## config.mk

```make
export PLATFORM = sky130hd
export DESIGN_NAME = mode_timeout_monitor
export DESIGN_NICKNAME = d
export VERILOG_FILES = /design/src/rtl/mode_timeout_monitor.sv
export SDC_FILE = /design/constraint.sdc
export NUM_CORES = 1
export LEC_CHECK = 0
export CORE_MARGIN = 1
export CORE_UTILIZATION = 45
export DETAILED_ROUTE_END_ITERATION = 16
export GPL_TIMING_DRIVEN = 1
export PLACE_DENSITY = 0.75
export REMOVE_ABC_BUFFERS = 1
export SETUP_SLACK_MARGIN = 0.5
export SYNTH_ARGS = -nofsm -noshare
export SYNTH_HDL_FRONTEND = slang
export SYNTH_SLANG_ARGS = --single-unit
```

## constraint.sdc

```tcl
create_clock -name clk_i -period 4.44 [get_ports clk_i]
set_input_delay 1.11 -clock clk_i [delete_from_list [all_inputs] [get_ports clk_i]]
set_output_delay 1.11 -clock clk_i [all_outputs]
set_load 0.05 [all_outputs]
```

## src/rtl/mode_timeout_monitor.sv

```systemverilog
module mode_timeout_monitor #(
  parameter int SENS_LIM0 = 256,
  parameter int SENS_LIM1 = 32,
  parameter int SENS_LIM2 = 8,
  parameter int SENS_LIM3 = 2,
  parameter int REG_LIM0  = 2049,
  parameter int REG_LIM1  = 513,
  parameter int REG_LIM2  = 67
) (
  input  logic       clk_i,
  input  logic       rst_ni,
  input  logic       mclk_i,
  input  logic       reg_mode_i,
  input  logic [1:0] sens_code_i,
  input  logic [1:0] reg_code_i,
  output logic       timeout_o,
  output logic       line_idle_o,
  output logic       mode_held_o,
  output logic       cfg_err_o
);
  localparam int CW = $clog2(REG_LIM0 + 1);

  logic [2:0]    sync_q;
  logic [CW-1:0] cnt_q;
  logic          active_q;
  logic [CW-1:0] lim;
  logic          edge_seen;
  logic          hit;

  always_ff @(posedge clk_i or negedge rst_ni)
    if (!rst_ni) sync_q <= '0;
    else         sync_q <= {sync_q[1:0], mclk_i};

  assign edge_seen = sync_q[1] ^ sync_q[2];
  assign cfg_err_o = (reg_code_i == 2'd3);

  always_comb begin
    if (reg_mode_i) begin
      case (reg_code_i)
        2'd1:    lim = CW'(REG_LIM1);
        2'd2:    lim = CW'(REG_LIM2);
        default: lim = CW'(REG_LIM0);
      endcase
    end else begin
      case (sens_code_i)
        2'd0:    lim = CW'(SENS_LIM0);
        2'd1:    lim = CW'(SENS_LIM1);
        2'd2:    lim = CW'(SENS_LIM2);
        default: lim = CW'(SENS_LIM3);
      endcase
    end
  end

  assign hit = active_q && !edge_seen && (cnt_q >= lim);

  always_ff @(posedge clk_i or negedge rst_ni)
    if (!rst_ni) begin
      cnt_q    <= '0;
      active_q <= 1'b0;
    end else if (edge_seen) begin
      cnt_q    <= '0;
      active_q <= 1'b1;
    end else if (hit) begin
      active_q <= 1'b0;
    end else if (active_q) begin
      cnt_q    <= cnt_q + 1'b1;
    end

  assign timeout_o   = hit;
  assign line_idle_o = !active_q;
  assign mode_held_o = active_q;

  assert_single_pulse_R5: assert property (@(posedge clk_i) disable iff (!rst_ni)
    timeout_o |=> !timeout_o);
  assert_idle_after_R6: assert property (@(posedge clk_i) disable iff (!rst_ni)
    timeout_o |=> line_idle_o && !mode_held_o);
  assert_idle_cause_R6: assert property (@(posedge clk_i) disable iff (!rst_ni)
    $rose(line_idle_o) |-> $past(timeout_o));
  assert_edge_restart_R4: assert property (@(posedge clk_i) disable iff (!rst_ni)
    edge_seen |=> (cnt_q == '0) && mode_held_o && !timeout_o);
  assert_nonzero_gap_R1: assert property (@(posedge clk_i) disable iff (!rst_ni)
    timeout_o |-> cnt_q != '0);
endmodule

```

Word-level counts from Yosys, hierarchy flattened

Cells that the tools add are included.
Widths: inputs -> output; s select.

Bitwise gates (word level): 1
Magnitude comparators: 1
Mux-type cells: 8
Reductions and logical operators: 8
Eq/ne operators: 6
$add $sub $neg: 1

Operator list:

| cell                  | number |
|---|---|
| $mux 12               | 4 |
| $pmux 9 s3            | 1 |
| $pmux 12 s2           | 1 |
| $add 12x1->12 const B | 1 |
| $ge 12x12->1          | 1 |
| $eq 2x2->1 const B    | 3 |
| $eq 2x1->1 const B    | 2 |
| $reduce_bool 2->1     | 2 |
| $logic_and 1x1->1     | 2 |
| $logic_not 1->1       | 2 |
| $logic_not 2->1       | 1 |
| $mux 1                | 2 |
| $ne 2x1->1 const B    | 1 |
| $reduce_and 2->1      | 1 |
| $xor 1x1->1           | 1 |

Logic and storage cells: 28
Output and inout bits: 4
Input bits: 8
Bits in registers: 16

Depth between registers and ports, before layout

Gate-level depths: netlist of the first run.

Depth in word-level cells: 7
Gate-level depth with buffers: 10
Gate-level depth less buffers: 10

Least setup slack after synthesis of the first run

No wires, ideal clock.

Kind: input-to-output
From: input reg_code_i[0]
To: output timeout_o
Data required time: 3.330 ns
Slack: 0.687 ns
Data arrival time: 2.643 ns
Buffers on the path: 0
Stages on the path: 7
Cell sequence: inv_1 ha_1 nand2_1 ha_1 nand4b_1 o21ai_1 and3_1

Longest elaborated chain between the ends: 5
Elaborated cells between the ends (all ways): 6
Those cells by class: order compare: 1; eq/ne: 2; mux: 2; reduce/logical: 1

Ends and longest elaborated chain:

| item                                     | RTL line | source |
|---|---|---|
| from (decl)                              | 15       | `input logic [1:0] reg_code_i,` |
| $eq 2x2->1 or $eq 2x1->1 (tied branches) | 39       | `case (reg_code_i)` |
| $pmux 12 s2 *                            | 39       |  |
| $mux 12 *                                | 38       | `if (reg_mode_i) begin` |
| $ge 12x12->1 *                           | 54       | `assign hit = active_q && !edge_seen && (cnt_q >= lim);` |
| $logic_and 1x1->1 *                      | 54       |  |
| to (decl)                                | 16       | `output logic timeout_o,` |

Every way passes the cells marked *; elsewhere a longest branch is shown, timed or not.

Final worst setup path of the first run

From: input reg_mode_i
To: output timeout_o

Longest elaborated chain between the ends: 3

Ends and longest elaborated chain:

| item              | RTL line | source |
|---|---|---|
| from (decl)       | 13       | `input logic reg_mode_i,` |
| $mux 12           | 38       |  |
| $ge 12x12->1      | 54       |  |
| $logic_and 1x1->1 | 54       |  |

No other way between the ends.

==> results of run 1 <==
==> worst paths after layout <==
check | from | end | slack [ns] | cells past startpoint
max reg2reg | cnt_q[0]$_DFFE_PN0P_ | cnt_q[6]$_DFFE_PN0P_ | 2.03 | 9
max in group asynchronous | rst_ni | cnt_q[0]$_DFFE_PN0P_ | 2.73 | 1
max | reg_mode_i | timeout_o | 0.58 | 9
min reg2reg | sync_q[0]$_DFF_PN0_ | sync_q[1]$_DFF_PN0_ | 0.35 | 0
min | sync_q[0]$_DFF_PN0_ | sync_q[1]$_DFF_PN0_ | 0.35 | 0
min in group asynchronous | rst_ni | cnt_q[2]$_DFFE_PN0P_ | 1.25 | 1
==> cells by family after synthesis <==
logic type,share of synthesized area (%)
AOI/OAI and AO/OA,21.81
xor gates and xnor gates,5.840
adders and majority gates,14.30
buffers and inverters,1.788
DFF,38.14
and+or+nand+nor,18.12
==> metal layers <==
layer,vias to the layer above,GRT usage (%)
met1,396,25.67
met5,-,0
met4,0,8.333
met3,5,1.818
li1,417,-
met2,13,34.00
==> layout by cell type, fill, tap and decap left out, drive strengths merged, types with 6 or more instances in the layout <==
master / instances
dfrtp: 16
ha: 12
nand2: 11
nor2: 9
o21ai: 7
buf: 7
a21oi: 6
==> flip-flops by register name, indices dropped and copies added, names as in the netlist <==
| register | count |
|---|---|
| cnt_q | 12 |
| mode_held_o | 1 |
| sync_q | 3 |
==> what timing repair did <==
action | CTS | global route
setup endpoints to repair | 1 | 1
gates resized for setup | 22 | 4
hold buffers | 0 | 0
pin swaps | 6 | 4
==> layout make-up <==
| type | instances | area [µm²] |
|---|---|---|
| fillers | 194 | 955.9 |
| multi-input cells | 83 | 661.9 |
| flip-flops and latches | 16 | 400.4 |
| repair buffers | 14 | 117.6 |
| well taps | 28 | 35.03 |
| clock buffers | 3 | 22.52 |
| inverters | 5 | 18.77 |
==> cells in the mapped netlist, types with 2 or more instances <==
library cell / instances / area share, %
o21a_1: 4 / 2.9
xor2_1: 5 / 4.2
nor2_1: 9 / 3.2
xnor2_1: 2 / 1.7
and3_1: 4 / 2.4
o2111ai_1: 3 / 2.5
nand4_1: 2 / 1.2
o21ai_1: 6 / 2.9
nand2_1: 11 / 3.9
ha_1: 12 / 14
or3_1: 5 / 3.0
nor3_1: 2 / 0.95
a21oi_1: 5 / 2.4
dfrtp_1: 16 / 38
inv_1: 5 / 1.8
==> worst max-delay path, cell delays in order <==
cell       delay (ns)
buf_2            0.17
and3b_1          0.20
a21oi_2          0.11
ha_1             0.27
a2111oi_4        0.33
o21a_4           0.18
o21ai_1          0.05
and3_4           0.18
buf_12           0.14
==> power breakdown <==
group | internal, mW | leakage (nW) | switching [mW] | total, mW
Sequential | 0.159 | 0.211 | 0.0176 | 0.177
Combinational | 0.0933 | 0.333 | 0.108 | 0.201
Clock | 0.0315 | 0.0138 | 0.0420 | 0.0736
Total | 0.284 | 0.557 | 0.168 | 0.452
==> results_dict.tcl, run 1 <==
set metrics [dict create \
    outcome "finished, final reports clean" \
    drt_first_pass_iters 4 \
    detailed_route_via_count 831 \
    cellPowerDensity_nw_per_um2 359.8 \
    post-place-cells 146 \
    hp-class "flip-flop to flip-flop" \
    setup_viol_count_final 0 \
    layout_overhead_on_the_synthesized_area_pct 19.67 \
    maxSlewHeadroom_pct 51.21 \
    grt_overflow_total 0 \
    cp.arrival_ns 2.75 \
    dpl-instance-area_um2 1227 \
    post-cts-setup-buffers 0 \
    post_route_cells_drive_above_1_share_pct 19.83 \
    cts_htree_levels 1 \
    start_util_pct 47.45 \
    gp_congestion 0.7968 \
    syn_area_um2 1050 \
    timing.max_cap.violations 0 \
    slew_viol_final 0 \
    non_filler_instance_count_after_layout 149 \
    unique_masters_post_synth 28 \
    i_o_pin_count 12 \
    clock-sinks 16 \
    wl_per_cell_um 14.66 \
    timing.critical_path.to_type "output port" \
    antenna-diode-count 0 \
    synth_enable_flop_cells 0 \
    syn-mean-instance-area_um2 10.09 \
    syn_inst 104 \
    postLayoutCoreUtil_pct 56.79 \
    row_count 17 \
    placeableCoreArea_um2 2212 \
    global_route.usage.total_pct 19.94 \
    wirelength_met1_um 1068 \
    detail_route.drc_violations 0 \
    worst_skew_pair.late_latency_ns 0.28 \
    clockRootBuffer "clkbuf_4" \
    die_y_um 50.30 \
    register_bit_total_from_synthesis 16 \
    cts_buffers 3 \
    synth_seq_area_share_pct 38.14 \
    drtAntennaViolNets 0 \
    fin_worst_skew_ns 0.001544 \
    share_of_flip_flops_with_an_asynchronous_set_or_reset_pct 100.0 \
    cts.path.max_buffers 2 \
    worst_path_required_ns 3.33 \
    max-vdd-ir-drop_mv 0.2755 \
    initialDrtViolationCount 15 \
    nets 143 \
    finalPower_uw 451.9 \
    wirelength_um 2184 \
    via_count_of_the_first_global_routing_pass 814 \
    criticalPathCategory "input pin to output port" \
    die_area_um2 2530 \
    finalCritPeriodShare_pct 86.84 \
    max_freq_mhz 259.4 \
    pre_cts_slack_ns 0.06172 \
    antenna_found_initial 0 \
    viasPerCell 5.577 \
    global_route_wire_length_before_repair_um 3684 \
    worst-path-max-fanout 9 \
    critPathLaunchType "input pin" \
    post-route-cell-area_um2 1256 \
    hold_slack_ns 0.3538 \
    hold_viol_final 0 \
    rsz0062_at_grt "no" \
    total_met2_wirelength_after_detailed_routing_um 1022 \
    cts_tree "done" \
    leakagePower_nw 0.5572 \
    pin_count_of_the_biggest_net_entering_global_routing 17 \
    tns_ns 0 \
    worst-slew-pin-transition_ns 0.7295 \
    yosysWarnings 0 \
    setup_slack_ns 0.5842 \
    die_width_um 50.30 \
    buffer_ports.inserted 11 \
    dr_wl_met3_um 52 \
    cts.reportedPaths.clkPinSlew_ns 0.08 \
    yosys_most_used_dff "dfrtp_1" \
    route.top_layer_used "met4" \
    place.detailed.hpwl_um 1694 \
    min_period_ns 3.856 \
]
Note: power is estimated with default switching activity, not from simulation.
==> run 2, diff against run 1 <==
- PLACE_DENSITY: 0.75 -> 0.78
==> run 2 against run 1 <==
Final area up 0.70%. Non-clock buffer count increased by 1. Sequential share of layout area down 0.22 points. Global-route usage is 0.95 points higher. Flip-flop and latch count stayed put. Clock skew about the same. Maximum frequency down 0.98%. Routed wire length grew 0.78%. Die area is the same. Cell count up 0.67%. Largest power group unchanged. Highest routed layer unchanged.
==> results_dict.tcl, run 2 (synthesis results as in run 1) <==
set metrics [dict create \
    ff2ff_setup_slack_ns 2.04 \
    largest_register_ffs 12 \
    max-vdd-ir-drop_mv 0.3097 \
    cts.reportedPaths.clkPinSlew_ns 0.09 \
    worst_skew_pair.late_latency_ns 0.29 \
    max_freq_mhz 256.8 \
    clockRootBuffer "clkbuf_4" \
    grt_overflow_total 0 \
    cellPowerDensity_nw_per_um2 359.0 \
    min_period_ns 3.894 \
    worst-slew-pin-transition_ns 0.7309 \
    cts.path.max_buffers 2 \
    n_fill_cell 206 \
    cp.arrival_ns 2.78 \
    slowest_delay_ns 0.38 \
    cp_top_family "compound AO/OA/AOI/OAI gates" \
    wl_per_cell_um 14.67 \
    pin_count_of_the_biggest_net_entering_global_routing 17 \
    row_count 17 \
    r2r-start "cnt_q[0]$_DFFE_PN0P_" \
    mostFrequentLayoutCells "dfrtp_1, nand2_1, ha_1" \
    detailed_route_via_count 837 \
    cp_slowest_cell "or3_1" \
    timing.max_cap.violations 0 \
    cts_buffers 3 \
    i_o_pin_count 12 \
    start_util_pct 47.45 \
    nets 144 \
    maxSlewHeadroom_pct 51.12 \
    reg2reg_depth 9 \
    regToRegEndpoint "cnt_q[6]$_DFFE_PN0P_" \
    post_route_cells_drive_above_1_share_pct 19.67 \
    drtAntennaViolNets 0 \
    timing.critical_path.to_type "output port" \
    buffer_ports.inserted 11 \
    detail_route.drc_violations 0 \
    criticalPathCategory "input pin to output port" \
    global_route.usage.total_pct 20.88 \
    timing.critical_path.buf_inv 2 \
    hold_viol_final 0 \
    outcome "finished, final reports clean" \
    slew_viol_final 0 \
    largest_register "cnt_q" \
    die_width_um 50.30 \
    setup_viol_count_final 0 \
    layout_overhead_on_the_synthesized_area_pct 20.50 \
    worst_hold_path.num_cells 0 \
    place.detailed.hpwl_um 1697 \
    clock-sinks 16 \
    tns_ns 0 \
    gp_congestion 0.8078 \
    finalCritPeriodShare_pct 87.70 \
    cts_tree "done" \
    pre_cts_slack_ns 0.03672 \
    die_area_um2 2530 \
    global_route_wire_length_before_repair_um 3795 \
    rsz0062_at_grt "no" \
    die_y_um 50.30 \
    fin_worst_skew_ns 0.001778 \
    critPathLaunchType "input pin" \
    via_count_of_the_first_global_routing_pass 810 \
    whs_endpoint "sync_q[1]$_DFF_PN0_" \
    worst_min_delay_path_startpoint "sync_q[0]$_DFF_PN0_" \
    commonest_non_fill_non_tap_cell_in_the_layout "dfrtp_1" \
    viasPerCell 5.580 \
    cts_htree_levels 1 \
    antenna_found_initial 0 \
    worst_path_required_ns 3.33 \
    initialDrtViolationCount 19 \
    leakagePower_nw 0.5616 \
    antenna-diode-count 0 \
    wirelength_um 2201 \
    drt_first_pass_iters 4 \
    worst-path-max-fanout 4 \
    placeableCoreArea_um2 2212 \
    cp_cell_sequence "clkdlybuf4s15_2 > or3_1 > ha_1 > a211o_1 > a21oi_2 > o21ai_1 > and3_4 > buf_12" \
    setup_slack_ns 0.5462 \
    hp-class "flip-flop to flip-flop" \
]
[run 2: changes by cell type in the layout (fill, tap and decap cells not counted), sizes merged]
cell and change:
buf +1, clkbuf -1, clkdlybuf4s15 +1
[run 2: layer usage]
metal | vias to the layer above | part of all wire [%] | wire length, µm | track usage (%)
met4 | 0 | 2.4 | 53 | 11.11
li1 | 420 | - | - | -
met2 | 13 | 49 | 1075 | 35.33
met3 | 5 | 2.5 | 56 | 2.121
met1 | 399 | 46 | 1016 | 26.00
met5 | - | 0 | 0 | 0
[run 2: cell type report]
cell class | count | area [µm²] | area share, %
tap | 28 | 35.03 | 2.770
timing repair buffer | 15 | 131.4 | 10.39
sequential | 16 | 400.4 | 31.65
multi-input combinational | 83 | 656.9 | 51.93
inverter | 5 | 18.77 | 1.484
clock buffer | 3 | 22.52 | 1.780
[run 2: what timing repair did]
| action | in CTS | in global routing |
|---|---|---|
| buffers inserted | 1 | 0 |
| pin swaps | 6 | 4 |
| hold buffers | 0 | 0 |
| resized for setup | 23 | 2 |
| endpoints found under the setup margin | 1 | 1 |
[run 2: worst max-delay path by stage]
stage | end | start | slack, ns | cells past startpoint
6_report | timeout_o | sens_code_i[1] | 0.55 | 8
3_5_place_dp | timeout_o | reg_mode_i | 0.04 | 9
3_3_place_gp | timeout_o | reg_mode_i | 0.12 | 9
5_1_grt | timeout_o | sens_code_i[1] | 0.50 | 8
4_1_cts | timeout_o | sens_code_i[0] | 0.50 | 9
2_1_floorplan | timeout_o | reg_code_i[0] | 0.69 | 7
[run 2: power breakdown]
part           internal (mW)  switching (mW)  total (mW)
logic                 0.0941           0.108       0.202
clock network         0.0316          0.0439      0.0754
registers              0.159          0.0174       0.177
total                  0.285           0.169       0.454
[run 2: stage by stage]
stage	cells	area [µm²]	total power [mW]	utilization [%]	hold WS, ns
floorplan	104	1050	0.3158	-	0.3312
global placement	146	1227	0.3732	55.49	0.3379
detailed placement	146	1227	0.3803	55.49	0.3379
CTS	150	1265	0.4577	57.18	0.3581
global route	150	1265	0.4822	57.18	0.3627
finish	150	1265	0.4541	57.18	0.3561
